===== config.mk =====
export PLATFORM = sky130hd
export DESIGN_NAME = trapvec_sel
export DESIGN_NICKNAME = d
export VERILOG_FILES = /design/src/rtl/trapvec_pkg.sv /design/src/rtl/trapvec_lvl_dec.sv /design/src/rtl/trapvec_route.sv /design/src/rtl/trapvec_addr_gen.sv /design/src/rtl/trapvec_sel.sv
export SDC_FILE = /design/constraint.sdc
export NUM_CORES = 1
export LEC_CHECK = 0
export BUFFER_PORTS_ARGS = -buffer_cell sky130_fd_sc_hd__buf_2
export CORE_AREA = 3 3 135 137
export DETAILED_ROUTE_END_ITERATION = 16
export DIE_AREA = 0 0 138 140
export GPL_TIMING_DRIVEN = 0
export PLACE_DENSITY = 0.62
export SLEW_MARGIN = 20
export SYNTH_ARGS = -nofsm -noshare
export SYNTH_HDL_FRONTEND = slang
export SYNTH_SLANG_ARGS = --single-unit
export TNS_END_PERCENT = 5

===== constraint.sdc =====
create_clock -name clk -period 2.9 [get_ports clk]
set_clock_uncertainty 0.15 [all_clocks]
set_input_delay 0.87 -clock clk [delete_from_list [all_inputs] [get_ports clk]]
set_output_delay 0.87 -clock clk [all_outputs]
set_load 0.01 [all_outputs]

===== src/rtl/trapvec_pkg.sv =====
package trapvec_pkg;

   typedef enum logic [1:0] {
      TV_PRIV = 2'd0,
      TV_HYP  = 2'd1,
      TV_RED  = 2'd2,
      TV_ERR  = 2'd3
   } tv_mode_e;

   typedef enum logic [1:0] {
      LV_USER = 2'd0,
      LV_PRIV = 2'd1,
      LV_HYP  = 2'd2
   } tv_lvl_e;

   function automatic tv_lvl_e tv_next_lvl(input tv_lvl_e cur);
      case (cur)
         LV_USER: tv_next_lvl = LV_PRIV;
         default: tv_next_lvl = LV_HYP;
      endcase
   endfunction

endpackage


===== src/rtl/trapvec_lvl_dec.sv =====
module trapvec_lvl_dec
   import trapvec_pkg::*;
(
   input  logic    st_hpriv,
   input  logic    st_priv,
   output tv_lvl_e cur_lvl,
   output tv_lvl_e tgt_lvl
);

   always_comb begin
      if (st_hpriv)     cur_lvl = LV_HYP;
      else if (st_priv) cur_lvl = LV_PRIV;
      else              cur_lvl = LV_USER;
      tgt_lvl = tv_next_lvl(cur_lvl);
   end

endmodule


===== src/rtl/trapvec_route.sv =====
module trapvec_route
   import trapvec_pkg::*;
#(
   parameter int TL_W       = 3,
   parameter int TT_W       = 9,
   parameter int MAX_TL     = 6,
   parameter int MAX_PTL    = 2,
   parameter int HYP_TT_MIN = 384,
   parameter int RED_TT     = 5,
   parameter int GWD_TT     = 2
) (
   input  logic            st_red,
   input  tv_lvl_e         tgt_lvl,
   input  logic [TL_W-1:0] cur_tl,
   input  logic [TT_W-1:0] trap_tt,
   output tv_mode_e        mode,
   output logic [TT_W-1:0] eff_tt,
   output logic [TL_W-1:0] eff_tl
);

   localparam logic [TL_W-1:0] TL_MAX   = TL_W'(MAX_TL);
   localparam logic [TL_W-1:0] TL_RED   = TL_W'(MAX_TL - 1);
   localparam logic [TL_W-1:0] TL_PMAX  = TL_W'(MAX_PTL);
   localparam logic [TT_W-1:0] TT_HMIN  = TT_W'(HYP_TT_MIN);

   logic            at_red_lvl;
   logic            at_err_lvl;
   logic            guest_wd;
   logic            to_hyp;
   logic [TL_W-1:0] tl_inc;

   always_comb begin
      at_red_lvl = (cur_tl == TL_RED);
      at_err_lvl = (cur_tl >= TL_MAX);
      guest_wd   = (cur_tl > TL_PMAX) && (tgt_lvl == LV_PRIV);
      to_hyp     = (tgt_lvl == LV_HYP) || (trap_tt >= TT_HMIN);
      tl_inc     = at_err_lvl ? TL_MAX : (cur_tl + TL_W'(1));
   end

   always_comb begin
      mode   = TV_PRIV;
      eff_tt = trap_tt;
      eff_tl = tl_inc;
      if (st_red || at_red_lvl) begin
         mode   = TV_RED;
         eff_tt = TT_W'(RED_TT);
      end else if (at_err_lvl) begin
         mode   = TV_ERR;
         eff_tl = cur_tl;
      end else if (guest_wd) begin
         mode   = TV_HYP;
         eff_tt = TT_W'(GWD_TT);
      end else if (to_hyp) begin
         mode   = TV_HYP;
      end
   end

endmodule


===== src/rtl/trapvec_addr_gen.sv =====
module trapvec_addr_gen
   import trapvec_pkg::*;
#(
   parameter int              ADDR_W     = 64,
   parameter int              TL_W       = 3,
   parameter int              TT_W       = 9,
   parameter int              VEC_SHIFT  = 5,
   parameter int              RED_OFF_W  = 8,
   parameter int              HYP_ALIGN  = 14,
   parameter int              PRIV_ALIGN = 15,
   parameter int              INSN_BYTES = 4,
   parameter logic [ADDR_W-1:0] RED_BASE = ADDR_W'(64'h0000_00FF_F000_0000)
) (
   input  tv_mode_e          mode,
   input  logic [TT_W-1:0]   eff_tt,
   input  logic [TL_W-1:0]   eff_tl,
   input  logic [ADDR_W-1:0] hyp_base,
   input  logic [ADDR_W-1:0] priv_base,
   output logic [ADDR_W-1:0] pc,
   output logic [ADDR_W-1:0] npc,
   output logic [ADDR_W-1:0] nnpc
);

   localparam logic [ADDR_W-1:0] ONE       = ADDR_W'(1);
   localparam logic [ADDR_W-1:0] RED_MASK  = (ONE << RED_OFF_W) - ONE;
   localparam logic [ADDR_W-1:0] HYP_MASK  = (ONE << HYP_ALIGN) - ONE;
   localparam logic [ADDR_W-1:0] PRIV_MASK = (ONE << PRIV_ALIGN) - ONE;
   localparam logic [ADDR_W-1:0] LVL_BIT   = ONE << HYP_ALIGN;
   localparam logic [ADDR_W-1:0] STEP      = ADDR_W'(INSN_BYTES);

   logic [ADDR_W-1:0] tt_off;
   logic [ADDR_W-1:0] red_pc;
   logic [ADDR_W-1:0] hyp_pc;
   logic [ADDR_W-1:0] priv_pc;
   logic              deep;

   always_comb begin
      tt_off  = ADDR_W'(eff_tt) << VEC_SHIFT;
      deep    = (eff_tl > TL_W'(1));
      red_pc  = RED_BASE | (tt_off & RED_MASK);
      hyp_pc  = (hyp_base & ~HYP_MASK) | (tt_off & HYP_MASK);
      priv_pc = (priv_base & ~PRIV_MASK) | (deep ? LVL_BIT : '0)
              | (tt_off & HYP_MASK);
   end

   always_comb begin
      case (mode)
         TV_RED:  pc = red_pc;
         TV_HYP:  pc = hyp_pc;
         TV_PRIV: pc = priv_pc;
         default: pc = '0;
      endcase
      if (mode == TV_ERR) begin
         npc  = '0;
         nnpc = '0;
      end else begin
         npc  = pc + STEP;
         nnpc = pc + (STEP << 1);
      end
   end

endmodule


===== src/rtl/trapvec_sel.sv =====
module trapvec_sel
   import trapvec_pkg::*;
#(
   parameter int ADDR_W     = 64,
   parameter int TL_W       = 3,
   parameter int TT_W       = 9,
   parameter int MAX_TL     = 6,
   parameter int MAX_PTL    = 2,
   parameter int HYP_TT_MIN = 384,
   parameter int VEC_SHIFT  = 5,
   parameter int HYP_ALIGN  = 14,
   parameter int PRIV_ALIGN = 15,
   parameter int INSN_BYTES = 4,
   parameter bit OUT_REG    = 1'b1
) (
   input  logic              clk,
   input  logic              rst_n,
   input  logic              trap_vld,
   input  logic              st_red,
   input  logic              st_hpriv,
   input  logic              st_priv,
   input  logic [TL_W-1:0]   cur_tl,
   input  logic [TT_W-1:0]   trap_tt,
   input  logic [ADDR_W-1:0] hyp_base,
   input  logic [ADDR_W-1:0] priv_base,
   output logic              out_vld,
   output logic [1:0]        out_mode,
   output logic [TT_W-1:0]   out_tt,
   output logic [TL_W-1:0]   out_tl,
   output logic [ADDR_W-1:0] out_pc,
   output logic [ADDR_W-1:0] out_npc,
   output logic [ADDR_W-1:0] out_nnpc
);

   if (MAX_TL >= (1 << TL_W)) begin : g_bad_tl_w
      $error("trapvec_sel: MAX_TL does not fit in TL_W");
   end
   if (MAX_PTL >= MAX_TL - 1) begin : g_bad_ptl
      $error("trapvec_sel: MAX_PTL must lie below the RED level");
   end
   if (PRIV_ALIGN != HYP_ALIGN + 1) begin : g_bad_align
      $error("trapvec_sel: PRIV_ALIGN must be HYP_ALIGN + 1");
   end
   if (ADDR_W <= PRIV_ALIGN) begin : g_bad_addr_w
      $error("trapvec_sel: ADDR_W too small for the base alignment");
   end

   tv_lvl_e           cur_lvl;
   tv_lvl_e           tgt_lvl;
   tv_mode_e          nxt_mode;
   logic [TT_W-1:0]   nxt_tt;
   logic [TL_W-1:0]   nxt_tl;
   logic [ADDR_W-1:0] nxt_pc;
   logic [ADDR_W-1:0] nxt_npc;
   logic [ADDR_W-1:0] nxt_nnpc;

   trapvec_lvl_dec u_lvl (
      .st_hpriv (st_hpriv),
      .st_priv  (st_priv),
      .cur_lvl  (cur_lvl),
      .tgt_lvl  (tgt_lvl)
   );

   trapvec_route #(
      .TL_W       (TL_W),
      .TT_W       (TT_W),
      .MAX_TL     (MAX_TL),
      .MAX_PTL    (MAX_PTL),
      .HYP_TT_MIN (HYP_TT_MIN)
   ) u_route (
      .st_red  (st_red),
      .tgt_lvl (tgt_lvl),
      .cur_tl  (cur_tl),
      .trap_tt (trap_tt),
      .mode    (nxt_mode),
      .eff_tt  (nxt_tt),
      .eff_tl  (nxt_tl)
   );

   trapvec_addr_gen #(
      .ADDR_W     (ADDR_W),
      .TL_W       (TL_W),
      .TT_W       (TT_W),
      .VEC_SHIFT  (VEC_SHIFT),
      .HYP_ALIGN  (HYP_ALIGN),
      .PRIV_ALIGN (PRIV_ALIGN),
      .INSN_BYTES (INSN_BYTES)
   ) u_addr (
      .mode      (nxt_mode),
      .eff_tt    (nxt_tt),
      .eff_tl    (nxt_tl),
      .hyp_base  (hyp_base),
      .priv_base (priv_base),
      .pc        (nxt_pc),
      .npc       (nxt_npc),
      .nnpc      (nxt_nnpc)
   );

   if (OUT_REG) begin : g_reg
      always_ff @(posedge clk) begin
         if (!rst_n) begin
            out_vld  <= 1'b0;
            out_mode <= '0;
            out_tt   <= '0;
            out_tl   <= '0;
            out_pc   <= '0;
            out_npc  <= '0;
            out_nnpc <= '0;
         end else begin
            out_vld <= trap_vld;
            if (trap_vld) begin
               out_mode <= nxt_mode;
               out_tt   <= nxt_tt;
               out_tl   <= nxt_tl;
               out_pc   <= nxt_pc;
               out_npc  <= nxt_npc;
               out_nnpc <= nxt_nnpc;
            end
         end
      end
   end else begin : g_comb
      always_comb begin
         out_vld  = trap_vld;
         out_mode = nxt_mode;
         out_tt   = nxt_tt;
         out_tl   = nxt_tl;
         out_pc   = nxt_pc;
         out_npc  = nxt_npc;
         out_nnpc = nxt_nnpc;
      end
   end

endmodule


== Yosys cells after proc, flatten, opt, wreduce, memory -nomap -nowiden ==
Index checks and enable logic that the tools add are counted.

* $add $sub $neg: 3
* $mul: 0
* Div/mod/pow operators: 0
* Order comparisons: 4
* Eq/ne operators: 6
* Shifts and indexed selects: 0
* Multiplexer cells: 17
* Bitwise operators: 3
* Reduce and logical (&&, ||, !) cells: 5

{| class="wikitable"
|+ Operators by type and width
! cell !! count
|-
| one-hot mux 64 bit (3 select lines) || 1
|-
| 2-to-1 mux 64 bit || 2
|-
| OR 64 x 14 -> 64 bit || 2
|-
| adder 64 x 3 -> 64 bit, second input constant || 1
|-
| adder 64 x 4 -> 64 bit, second input constant || 1
|-
| OR 64 bit || 1
|-
| 2-to-1 mux 9 bit || 3
|-
| 2-to-1 mux 15 bit || 1
|-
| 2-to-1 mux 2 bit || 5
|-
| greater-or-equal comparator 9 bit, second input constant || 1
|-
| 2-to-1 mux 3 bit || 3
|-
| equality test 2 bit, second input constant || 3
|-
| equality test 2 x 1 -> 1 bit, second input constant || 2
|-
| zero test 2 bit || 2
|-
| adder 3 x 1 -> 3 bit, second input constant || 1
|-
| equality test 3 bit, second input constant || 1
|-
| greater-or-equal comparator 3 bit, second input constant || 1
|-
| > comparator 3 x 1 -> 1 bit, second input constant || 1
|-
| > comparator 3 x 2 -> 1 bit, second input constant || 1
|-
| logical OR 1 bit || 2
|-
| 2-to-1 mux 1 bit || 2
|-
| logical AND 1 bit || 1
|}

* Bits in registers: 207
* Latch bits: 0
* Bits in writable memories: 0
* Bits in read-only memories: 0
* Input port bits: 146
* Output and inout port bits: 207
* Word-level logic and storage cells: 45
* Memories: 0

== Logic depth before layout (Yosys ltp) ==
* Word-level depth: 14
* Depth in mapped cells: 11
* Mapped depth without buffers: 7

== Modules after synthesis ==
Synthesis repeated with hierarchy kept, for this count alone.

* Cells, all modules: 977
* Area, all modules: 9,806.9 um^2

{| class="wikitable"
|+ By module, submodules not included
! module !! times used !! cells each !! area each (um^2) !! sequential area each (um^2)
|-
| trapvec_sel || 1 || 666 || 7,821.3 || 4,144.0
|-
| trapvec_addr_gen || 1 || 264 || 1,705.4 || 0.0
|-
| trapvec_route || 1 || 43 || 254.0 || 0.0
|-
| trapvec_lvl_dec || 1 || 4 || 26.3 || 0.0
|}

== Worst setup path before layout ==
No wires, ideal clock.

* Path type: input port to flip-flop
* From: input cur_tl[2]
* To: register out_npc[30]
* Setup time: 122 ps
* Data arrival time: 2,397 ps
* Data required time: 2,628 ps
* Setup slack: 231 ps
* Stages: 10
* Buffers on the path: 3
* Cell sequence: buf_4 > nand2_1 > inv_1 > ha_1 > buf_2 > nor3_4 > and3_1 > buf_4 > o31ai_1 > a221o_1

* Cells in the longest elaborated chain, start to end: 11
* Elaborated cells on any way between the ends: 27
* Those cells by class: add/sub (2); order compare (3); eq/ne (4); mux (12); bitwise (3); reduce/logical (3)

{| class="wikitable"
|+ RTL lines
! what !! line !! source
|-
| start, declared || trapvec_sel.sv:22 || <nowiki>input logic [TL_W-1:0] cur_tl,</nowiki>
|-
| adder 3 x 1 -> 3 bit or greater-or-equal comparator 3 bit (tied branches) || trapvec_route.sv:37, trapvec_route.sv:34 ||
|-
| 2-to-1 mux 3 bit || trapvec_route.sv:37 || <nowiki>tl_inc = at_err_lvl ? TL_MAX : (cur_tl + TL_W'(1));</nowiki>
|-
| 2-to-1 mux 3 bit || trapvec_route.sv:47 || <nowiki>end else if (at_err_lvl) begin</nowiki>
|-
| 2-to-1 mux 3 bit || trapvec_route.sv:44 || <nowiki>if (st_red || at_red_lvl) begin</nowiki>
|-
| > comparator 3 x 1 -> 1 bit || trapvec_addr_gen.sv:39 || <nowiki>deep = (eff_tl > TL_W'(1));</nowiki>
|-
| 2-to-1 mux 15 bit || trapvec_addr_gen.sv:42 || <nowiki>priv_pc = (priv_base & ~PRIV_MASK) | (deep ? LVL_BIT : '0)</nowiki>
|-
| OR 64 bit || trapvec_addr_gen.sv:42 ||
|-
| OR 64 x 14 -> 64 bit || trapvec_addr_gen.sv:43 || <nowiki>| (tt_off & HYP_MASK);</nowiki>
|-
| one-hot mux 64 bit (3 select lines) || trapvec_addr_gen.sv:47 || <nowiki>case (mode)</nowiki>
|-
| adder 64 x 3 -> 64 bit || trapvec_addr_gen.sv:57 || <nowiki>npc = pc + STEP;</nowiki>
|-
| 2-to-1 mux 64 bit * || trapvec_addr_gen.sv:53 || <nowiki>if (mode == TV_ERR) begin</nowiki>
|-
| end signal, assigned || trapvec_sel.sv:116 || <nowiki>out_npc <= nxt_npc;</nowiki>
|-
| end, declared || trapvec_sel.sv:31 || <nowiki>output logic [ADDR_W-1:0] out_npc,</nowiki>
|}

Mark *: on every way between the ends. The rest lies on a longest branch, timed or not.
A chain may end at the register's enable or synchronous reset.

== Worst setup path after layout ==
* From: input cur_tl[1]
* To: register out_pc[60]

* Cells in the longest elaborated chain, start to end: 7
* Elaborated cells on any way between the ends: 12
* Those cells by class: order compare (2); eq/ne (3); mux (4); reduce/logical (3)

{| class="wikitable"
|+ RTL lines
! what !! line !! source
|-
| > comparator 3 x 2 -> 1 bit || trapvec_route.sv:35 || <nowiki>guest_wd = (cur_tl > TL_PMAX) && (tgt_lvl == LV_PRIV);</nowiki>
|-
| logical AND 1 bit || trapvec_route.sv:35 ||
|-
| 2-to-1 mux 2 bit || trapvec_route.sv:50 || <nowiki>end else if (guest_wd) begin</nowiki>
|-
| 2-to-1 mux 2 bit || trapvec_route.sv:47 ||
|-
| 2-to-1 mux 2 bit * || trapvec_route.sv:44 ||
|-
| equality test 2 x 1 -> 1 bit, or another cell as far along || trapvec_addr_gen.sv:47 ||
|-
| one-hot mux 64 bit (3 select lines) * || trapvec_addr_gen.sv:47 ||
|-
| end signal, assigned || trapvec_sel.sv:115 || <nowiki>out_pc <= nxt_pc;</nowiki>
|-
| end, declared || trapvec_sel.sv:30 || <nowiki>output logic [ADDR_W-1:0] out_pc,</nowiki>
|}

Marks and branches as above.

==> flow_summary_export.csv <==
group,metric,value,unit
status,status,"finished clean",
cells_and_area,final_common_cell,"buf_2",
global_route,grt_pass1_vias,5051,
critical_path,crit_required,3.03,ns
sta,slew_headroom,0.439,
detailed_routing,num_vias,5489,
floorplan,design.die.area,19300,µm²
critical_path,cp-end-kind,"register",
sta,max_freq,377,MHz
power_and_ir_drop,peakVddDrop,379,µV
global_route,grt_max_degree,17,
yosys,syn_area,5280,µm²
critical_path,start_kind,"primary input",
sta,min_period,2.66,ns
cts,path_clk_slew,0.06,ns
floorplan,start_util,0.308,
cells_and_area,diodes,0,
detailed_routing,drt_iter0_drc,293,
min_path,holdCritPathClass,"register to register",
yosys,yosysSeqAreaShare,0.462,
global_route,track_usage,0.192,
cells_and_area,drive_gt1_frac,0.478,
placement,gp_congestion,0.835,
cells_and_area,num-nets-final,1083,
cts,hold_buffers,0,
power_and_ir_drop,p_leak,3.91,nW
cts,cts_tree,"built",
cells_and_area,synthToLayoutAreaGrowth,45.7,%
yosys,avgSynthCellArea,8.93,µm²
sta,fin_ws,0.245,ns
cts,cts_made_buffers,17,
floorplan,fp.coreArea,17200,µm²
global_route,grt_first_pass_wirelength,29.5,mm
detailed_routing,via_per_inst,4.70,
yosys,ys_warn_count,0,
power_and_ir_drop,finalPower,4.36,mW
critical_path,worst_ep_arrival_time,2.78,ns
yosys,synth_seq_cells,122,
cells_and_area,nFillCells,1797,
floorplan,io_pins,353,
global_route,grt_overflow_total,0,
critical_path,critical_path_class,"primary input to register",
detailed_routing,route.detailed.wl_per_inst,16.5,µm
detailed_routing,antenna_left,0,
placement,place_ws,-0.311,ns
cells_and_area,mostFrequentLayoutCells,"324 x buf_2, 122 x dfxtp_1, 88 x buf_4, 87 x nand2_1, 76 x o21ai_0",
critical_path,cp_max_fo,10,
yosys,syn_inst,592,
sta,setup_viol,0,
floorplan,rows,48,
cts,cts.sinks,122,
detailed_routing,drc,0,
placement,io_buffers,309,
sta,maxSlewViolCount,0,
floorplan,die_w,138,µm
placement,dp_hpwl,15.1,mm
floorplan,die_h,140,µm
run,maxCapViolations,0,
cts,clock_latency,0.40,ns
global_route,antenna_found_initial,0,
sta,tightest_slew,0.838,ns
sta,fin_crit_sh,0.916,
sta,finalHoldViolations,0,
detailed_routing,firstDrtPassIters,4,
cts,root_buffer,"clkbuf_16",
yosys,synth.distinct_cells,41,
sta,rsz0062_at_grt,"no",
cts,clock_path_buffers,2,
cts,htree_num_levels,4,
detailed_routing,totalWireLength,19.3,mm
power_and_ir_drop,power.density,567,nW/µm²
[registers in the layout, summed over array words and instances (netlist names)]
signal / count
out_mode: 2
out_tt: 9
out_vld: 1
out_tl: 3
out_npc: 60
out_pc: 47
[what timing repair did]
| action | 4_1_cts | 5_1_grt |
|---|---|---|
| endpoints found under the hold margin | 0 | 0 |
| gates resized for setup | 0 | 1 |
| setup buffers | 0 | 0 |
| endpoints found under the setup margin | 0 | 19 |
[cell families after synthesis]
logic type,share of synthesized area
buffers and inverters,0.174
other,0.000710
AOI/OAI and AO/OA,0.240
DFF,0.462
muxes,0.00568
and+or+nand+nor,0.106
adders and majority gates,0.0118
[path summary, 6_finish.rpt]
kind | slack, ns | endpoint | depth (start not counted) | startpoint
worst min register to register | 0.30 | out_pc[52]$_SDFFE_PN0P_ | 2 | out_pc[52]$_SDFFE_PN0P_
worst max register to register | 1.98 | out_npc[31]$_SDFFE_PN0P_ | 1 | out_npc[31]$_SDFFE_PN0P_
worst min-delay path | 0.30 | out_pc[52]$_SDFFE_PN0P_ | 2 | out_pc[52]$_SDFFE_PN0P_
worst max-delay path | 0.24 | out_pc[60]$_SDFFE_PN0P_ | 10 | cur_tl[1]
[cells in the mapped netlist, drive strengths merged]
master | instances | area [µm²]
a21o | 1 | 7.51
nor3b | 1 | 12.5
nand4 | 12 | 75.1
and4 | 1 | 8.76
nand2b | 1 | 6.26
or3 | 1 | 6.26
inv | 16 | 60.1
o21a | 3 | 22.5
mux2i | 3 | 30.0
nor2 | 13 | 51.3
nand2 | 88 | 333
nor2b | 1 | 6.26
nand3 | 2 | 10.0
clkinv | 2 | 7.51
a31oi | 3 | 18.8
a21oi | 13 | 68.8
o21ai | 85 | 429
and3 | 2 | 12.5
buf | 105 | 758
and2 | 1 | 6.26
clkbuf | 24 | 91.3
conb | 1 | 3.75
o31ai | 11 | 82.6
o211ai | 3 | 22.5
a32oi | 45 | 394
a221o | 11 | 110
a22o | 12 | 105
nor3 | 3 | 31.3
a22oi | 1 | 7.51
ha | 5 | 62.6
dfxtp | 122 | 2440
[through the flow]
| step | cells | cell area (µm²) | utilization | TNS, ns | hold slack (ns) |
|---|---|---|---|---|---|
| 3_5_place_dp | 1138 | 7160 | 0.417 | -17.00 | 0.287 |
| 3_3_place_gp | 1138 | 7160 | 0.417 | -15.72 | 0.279 |
| 2_1_floorplan | 604 | 5330 | - | 0 | 0.324 |
| 6_report | 1169 | 7700 | 0.448 | 0 | 0.297 |
| 5_1_grt | 1169 | 7700 | 0.448 | 0 | 0.312 |
| 4_1_cts | 1169 | 7690 | 0.448 | 0 | 0.298 |
[critical path, stage by stage]
cell     delay, ns
buf_2         0.16
nand2_1       0.09
inv_1         0.06
ha_1          0.16
buf_2         0.19
nor3_4        0.26
nand3_1       0.25
buf_2         0.28
a32oi_1       0.33
o21ai_0       0.12
[where the power goes]
group	internal [mW]	switching, mW
Combinational	0.290	0.344
Clock	1.17	0.761
Sequential	1.75	0.0530
Total	3.21	1.16
[cell type report]
cell class                 count  area (µm²)  area share
tap                          225         282      0.0366
buffer                       129         850       0.110
clock buffer                  19         433      0.0562
timing repair buffer         309        1550       0.201
multi-input combinational    335        1980       0.257
inverter                      18        67.6     0.00878
sequential                   122        2440       0.317
clock inverter                12         103      0.0133
[layer usage]
metal,GRT usage,vias up,routed length (µm)
li1,-,2703,-
met3,0.0417,16,1100
met4,0.0541,0,240
met5,0,-,0
met1,0.257,2575,8560
met2,0.316,195,9410
(Power assumes the default switching activity.)
